$ cat src/rtl/uart_fifo_pkg.sv
package uart_fifo_pkg;

  typedef struct packed {
    logic [1:0] rx_trig_sel;
    logic [1:0] tx_trig_sel;
    logic       block_mode;
    logic       tx_clr;
    logic       rx_clr;
    logic       fifo_en;
  } ctrl_t;

  function automatic logic [7:0] trig_level(input logic [1:0] sel);
    case (sel)
      2'd0:    trig_level = 8'd1;
      2'd1:    trig_level = 8'd4;
      2'd2:    trig_level = 8'd8;
      default: trig_level = 8'd14;
    endcase
  endfunction

endpackage

$ cat src/rtl/ufc_ctrl_reg.sv
module ufc_ctrl_reg
  import uart_fifo_pkg::*;
(
  input  logic       clk,
  input  logic       rst,
  input  logic       we,
  input  logic [7:0] wdata,
  output ctrl_t      ctrl,
  output logic       rx_flush,
  output logic       tx_flush
);

  ctrl_t ctrl_q;
  logic  en_flip_q;

  always_ff @(posedge clk) begin
    if (rst) begin
      ctrl_q    <= '0;
      en_flip_q <= 1'b0;
    end else begin
      ctrl_q.rx_clr <= 1'b0;
      ctrl_q.tx_clr <= 1'b0;
      en_flip_q     <= 1'b0;
      if (we) begin
        if (wdata[0]) begin
          ctrl_q    <= ctrl_t'(wdata);
          en_flip_q <= !ctrl_q.fifo_en;
        end else begin
          ctrl_q.fifo_en <= 1'b0;
          en_flip_q      <= ctrl_q.fifo_en;
        end
      end
    end
  end

  assign ctrl     = ctrl_q;
  assign rx_flush = ctrl_q.rx_clr | en_flip_q;
  assign tx_flush = ctrl_q.tx_clr | en_flip_q;

endmodule

$ cat src/rtl/ufc_byte_fifo.sv
module ufc_byte_fifo #(
  parameter int DATA_W = 8,
  parameter int DEPTH  = 16,
  localparam int AW    = $clog2(DEPTH),
  localparam int CW    = $clog2(DEPTH + 1)
) (
  input  logic              clk,
  input  logic              rst,
  input  logic              flush,
  input  logic              single,
  input  logic              push,
  input  logic [DATA_W-1:0] wdata,
  input  logic              pop,
  output logic [DATA_W-1:0] rdata,
  output logic [CW-1:0]     count,
  output logic              ovr
);

  logic [DATA_W-1:0] mem [DEPTH];
  logic [AW-1:0]     wptr, rptr;
  logic              full, do_push, do_pop;

  assign full    = single ? (count != '0) : (count == CW'(DEPTH));
  assign do_push = push && !full && !flush;
  assign do_pop  = pop && (count != '0) && !flush;

  function automatic logic [AW-1:0] bump(input logic [AW-1:0] p);
    return (p == AW'(DEPTH - 1)) ? '0 : p + 1'b1;
  endfunction

  always_ff @(posedge clk) begin
    if (do_push) mem[wptr] <= wdata;
  end

  always_ff @(posedge clk) begin
    if (rst)         rdata <= '0;
    else if (do_pop) rdata <= mem[rptr];
  end

  always_ff @(posedge clk) begin
    if (rst || flush) begin
      wptr  <= '0;
      rptr  <= '0;
      count <= '0;
      ovr   <= 1'b0;
    end else begin
      if (do_push) wptr <= bump(wptr);
      if (do_pop)  rptr <= bump(rptr);
      case ({do_push, do_pop})
        2'b10:   count <= count + 1'b1;
        2'b01:   count <= count - 1'b1;
        default: count <= count;
      endcase
      if (push && full) ovr <= 1'b1;
    end
  end

endmodule

$ cat src/rtl/ufc_flag_gen.sv
module ufc_flag_gen #(
  parameter int DEPTH = 16,
  localparam int CW   = $clog2(DEPTH + 1)
) (
  input  logic          block_eff,
  input  logic [1:0]    tx_sel,
  input  logic [1:0]    rx_sel,
  input  logic [CW-1:0] tx_count,
  input  logic [CW-1:0] rx_count,
  output logic          tx_rdy_n,
  output logic          rx_rdy_n,
  output logic          tx_irq,
  output logic          rx_irq
);
  import uart_fifo_pkg::*;

  logic [CW-1:0] tx_trig, rx_trig;

  assign tx_trig = CW'(trig_level(tx_sel));
  assign rx_trig = CW'(trig_level(rx_sel));

  always_comb begin
    if (block_eff) begin
      tx_rdy_n = (tx_count == CW'(DEPTH));
      tx_irq   = (tx_count < tx_trig);
      rx_rdy_n = (rx_count < rx_trig);
      rx_irq   = (rx_count >= rx_trig);
    end else begin
      tx_rdy_n = (tx_count != '0);
      tx_irq   = (tx_count == '0);
      rx_rdy_n = (rx_count == '0);
      rx_irq   = (rx_count != '0);
    end
  end

endmodule

$ cat src/rtl/uart_fifo_ctrl.sv
module uart_fifo_ctrl #(
  parameter int DATA_W = 8,
  parameter int DEPTH  = 16
) (
  input  logic              clk,
  input  logic              rst,
  input  logic              cfg_we,
  input  logic [7:0]        cfg_wdata,
  output logic [7:0]        cfg_rdata,
  input  logic              host_tx_push,
  input  logic [DATA_W-1:0] host_tx_data,
  input  logic              ser_tx_pop,
  output logic [DATA_W-1:0] ser_tx_data,
  input  logic              ser_rx_push,
  input  logic [DATA_W-1:0] ser_rx_data,
  input  logic              host_rx_pop,
  output logic [DATA_W-1:0] host_rx_data,
  output logic              tx_rdy_n,
  output logic              rx_rdy_n,
  output logic              tx_irq,
  output logic              rx_irq,
  output logic              tx_ovr,
  output logic              rx_ovr
);
  import uart_fifo_pkg::*;

  localparam int CW = $clog2(DEPTH + 1);

  ctrl_t         ctrl;
  logic          rx_flush, tx_flush, single, block_eff;
  logic [CW-1:0] tx_count, rx_count;

  ufc_ctrl_reg i_ctrl (
    .clk      (clk),
    .rst      (rst),
    .we       (cfg_we),
    .wdata    (cfg_wdata),
    .ctrl     (ctrl),
    .rx_flush (rx_flush),
    .tx_flush (tx_flush)
  );

  assign cfg_rdata = ctrl;
  assign single    = !ctrl.fifo_en;
  assign block_eff = ctrl.fifo_en && ctrl.block_mode;

  ufc_byte_fifo #(.DATA_W(DATA_W), .DEPTH(DEPTH)) i_tx_fifo (
    .clk    (clk),
    .rst    (rst),
    .flush  (tx_flush),
    .single (single),
    .push   (host_tx_push),
    .wdata  (host_tx_data),
    .pop    (ser_tx_pop),
    .rdata  (ser_tx_data),
    .count  (tx_count),
    .ovr    (tx_ovr)
  );

  ufc_byte_fifo #(.DATA_W(DATA_W), .DEPTH(DEPTH)) i_rx_fifo (
    .clk    (clk),
    .rst    (rst),
    .flush  (rx_flush),
    .single (single),
    .push   (ser_rx_push),
    .wdata  (ser_rx_data),
    .pop    (host_rx_pop),
    .rdata  (host_rx_data),
    .count  (rx_count),
    .ovr    (rx_ovr)
  );

  ufc_flag_gen #(.DEPTH(DEPTH)) i_flags (
    .block_eff (block_eff),
    .tx_sel    (ctrl.tx_trig_sel),
    .rx_sel    (ctrl.rx_trig_sel),
    .tx_count  (tx_count),
    .rx_count  (rx_count),
    .tx_rdy_n  (tx_rdy_n),
    .rx_rdy_n  (rx_rdy_n),
    .tx_irq    (tx_irq),
    .rx_irq    (rx_irq)
  );

endmodule

$ cat config.mk
export PLATFORM = sky130hd
export DESIGN_NAME = uart_fifo_ctrl
export DESIGN_NICKNAME = d
export VERILOG_FILES = /design/src/rtl/uart_fifo_pkg.sv /design/src/rtl/ufc_ctrl_reg.sv /design/src/rtl/ufc_byte_fifo.sv /design/src/rtl/ufc_flag_gen.sv /design/src/rtl/uart_fifo_ctrl.sv
export SDC_FILE = /design/constraint.sdc
export NUM_CORES = 1
export LEC_CHECK = 0
export ABC_AREA = 1
export BUFFER_PORTS_ARGS = -buffer_cell sky130_fd_sc_hd__buf_2
export CELL_PAD_IN_SITES_DETAIL_PLACEMENT = 1
export CELL_PAD_IN_SITES_GLOBAL_PLACEMENT = 2
export CORE_UTILIZATION = 30
export DETAILED_ROUTE_END_ITERATION = 6
export GPL_ROUTABILITY_DRIVEN = 0
export PLACE_DENSITY = 0.6
export SLEW_MARGIN = 20
export SYNTH_ARGS = -nofsm -noshare
export SYNTH_HDL_FRONTEND = slang
export SYNTH_HIERARCHICAL = 1
export SYNTH_SLANG_ARGS = --single-unit
$ cat constraint.sdc
create_clock -name clk -period 4.3 [get_ports clk]
set_clock_uncertainty 0.2 [all_clocks]
set_input_delay 0 -clock clk [delete_from_list [all_inputs] [get_ports clk]]
set_output_delay 0 -clock clk [all_outputs]
set_load 0.02 [all_outputs]
==> summary.md <==
| Metric | Value |
|---|---|
| Hold Violations, Final | 0 |
| Max VDD drop | between 300 and 400 µV |
| Footprint of the multi-input gates | between 3000 and 4000 µm² |
| Antenna diodes | 0 |
| FMAX | roughly 340 MHz |
| CTS H-tree depth | 2 |
| Pre-CTS WS | roughly 1300 ps |
| Synth Cell Area | around 14000 µm² |
| Crit path DAT | between 3000 and 4000 ps |
| First drt pass iteration count | 5 |
| All-layer global routing usage | 0.173 |
| Final setup fails | 0 |
| Hold Path Class | in2reg |
| Longest Clk Path Bufs | 3 |
| Avg WL per Cell | between 15 and 20 µm |
| Final Max Tran Viols | 0 |
| Final period utilization | 0.693 |
| Antenna Nets Post-Route | 0 |
| Critical Path Fanout Max | 20 |
| Non-filler instance count after layout | approximately 2200 |
| Initial antenna violation count | 2 |
| TNS Setup | 0 ps |
| Residual DRC | 0 |
| Number of fill cells | between 5000 and 6000 |
| Post-Syn Instances | 1453 |
| Layout cells sized above 1 | 0.0869 |
| Final worst slack | approximately 1300 ps |
| Synthesized net count | 1511 |
| Chip height | 217 µm |
| Status | complete, no violations |
| Initial core utilization | 0.305 |
| Yosys warns | 6 |
| Inst Count DP | 2070 |
| Pleak | just under 0.007 µW |
| I/O pin total | 61 |
| CTS resizes | 0 |
| RSZ-0062 raised after global routing | false |
| Register area | just under 9000 µm² |
| Register bit total from synthesis | 309 |
| Critical Path RT | about 4500 ps |
| Number of port buffers | 60 |
| Final min period | 2980 ps |
| TritonCTS Buffers | 38 |
| Detailed placement HPWL | around 25 mm |
| WS Path Type | reg2reg |
| Grt total ovfl | 0 |
| Post-synth cell types | 29 |
| Via Count | a little under 10000 |
| Average cell area after synthesis | between 9 and 10 µm² |
| Register area share after synthesis | 0.633 |
| Post-layout util | 0.360 |
| Root Buffer Master | clkbuf_16 |
| Via density per instance | 4.49 |
| DR iter-0 viols | between 500 and 600 |
| Critical Path Source Type | flip-flop |
| Vias in the first global route | 10264 |
| Ranking of synthesized cells by area | edfxtp_1 (56%), nand2_1 (12%), dfxtp_1 (7.7%), nand3_1 (6.7%), inv_1 (5.7%) |
| CTS Hold Buffers Added | 48 |
| PD cells | between 500 and 600 nW/µm² |
| Worst slew pin tran | ~1100 ps |
| Num rows | 78 |
| CTS Sinks | 309 |
| Largest net degree at the start of global routing | 68 |
| Area growth from synthesis to layout | 18.4% |
| DIE AREA | 46900 µm² |
| Clock Pin Slew Worst Setup and Hold Paths | 60 ps |
| Slew headroom | 0.294 |
| Final net count | around 1600 |
| MaxCap Viol Count | 0 |
| Critical Path Sink Type | flip-flop |
| First-pass GRT wire length | 61.4 mm |
| Chip width | between 200 and 250 µm |
| WL final | 39.3 mm |
| Post-CTS setup buffers | 0 |
| Top cell type's share of synthesized area | 0.556 |
| Worst hold slack | ~72 ps |
| Core Region | around 45000 µm² |
| Yosys top cell by area | edfxtp_1 |
| Latest clock arrival within the worst-skew pair | 560 ps |
| CTS tree | done |
-- sequential cells by signal (all words and copies together) (netlist names) --
| register | count |
|---|---|
| i_rx_fifo/wptr | 4 |
| i_ctrl/ctrl | 8 |
| i_ctrl/en_flip_q | 1 |
| i_rx_fifo/rptr | 4 |
| i_rx_fifo/ovr | 1 |
| i_rx_fifo/rdata | 8 |
| i_tx_fifo/rptr | 4 |
| i_rx_fifo/count | 5 |
| i_tx_fifo/ovr | 1 |
| i_tx_fifo/count | 5 |
| i_tx_fifo/rdata | 8 |
| i_rx_fifo/mem | 128 |
| i_tx_fifo/mem | 128 |
| i_tx_fifo/wptr | 4 |
-- area by class of cell --
class,instances,share of cell area
Clock buffer,51,0.0624
Clock inverter,19,0.0103
Multi-Input combinational cell,874,0.243
Sequential cell,309,0.535
Inverter,216,0.0496
Timing Repair Buffer,119,0.0535
Tap cell,600,0.0459
-- where the power goes --
part,internal [µW],switching (µW),total [µW]
registers,3440,148,3590
clock network,1800,1300,3090
logic,704,1610,2310
-- worst max-delay path: stages, from the launching register on --
cell	delay, ps
dfxtp_1	310
or2_2	290
inv_1	90
nand3_1	180
inv_1	520
ha_1	420
ha_1	290
nand2_1	70
nand2_1	40
a21oi_1	170
xor2_1	160
nand2_1	60
nand2_1	50
inv_1	30
-- layout by cell type (no fill, tap or decap), drive strengths merged --
cell and n:
clkinv 18, dfxtp 53, dlygate4sd3 48, nand3b 5, o21ai 20, a21oi 25
nor2 139, edfxtp 256, fa 2, bufinv 2, ha 25, nand2 448
buf 71, xnor2 4, a211oi 2, or2 2, clkinvlp 3, nor3 3
clkbuf 51, inv 212, nand3 186, nand4 1, xor2 12
-- per-layer routing --
metal | GRT usage | share of wire | up-vias
met5 | 0 | 0 | -
met4 | 0.0547 | 0.022 | 0
met3 | 0.0261 | 0.028 | 48
met2 | 0.300 | 0.49 | 115
met1 | 0.221 | 0.46 | 4783
li1 | - | - | 4875
-- final timing paths --
path | start | end | slack (ps) | cells after the start
hold reg to reg | i_tx_fifo/ovr | i_tx_fifo/ovr | 260 | 2
setup reg to reg | i_ctrl/en_flip_q | i_rx_fifo/count[3] | 1320 | 13
setup / recovery | i_ctrl/en_flip_q | i_rx_fifo/count[3] | 1320 | 13
hold / removal | host_tx_push | i_tx_fifo/ovr | 70 | 4
-- through the flow --
stage          total power, µW  area [µm²]
4_1_cts                   9190       16400
3_5_place_dp              6010       14700
6_report                  8990       16400
2_1_floorplan             5190       13800
5_1_grt                   9570       16400
3_3_place_gp              5980       14700
-- synth_stat cells --
cell,n
buf_2,36
edfxtp_1,256
nand2_4,1
nand4_1,1
buf_4,3
dfxtp_1,53
nor3_2,1
nor3_1,2
nand3b_1,5
inv_2,2
nand2_2,2
clkbuf_1,11
buf_1,1
a211oi_1,2
nor2_4,2
inv_1,210
xor2_1,12
clkinv_1,4
xnor2_1,4
a21oi_1,25
ha_1,25
nand2_1,445
or2_2,2
nand3_1,186
nor2_2,3
nor2_1,134
fa_1,2
buf_6,3
o21ai_0,20
-- logic make-up after synthesis --
| family | synth area share |
|---|---|
| flip-flops | 0.633 |
| AND/OR/NAND/NOR | 0.235 |
| buffers and inverters | 0.0790 |
| adder cells (fa/ha/maj) | 0.0255 |
| AO/OA/AOI/OAI | 0.0174 |
| XOR/XNOR | 0.0101 |
(Power assumes the default switching activity.)
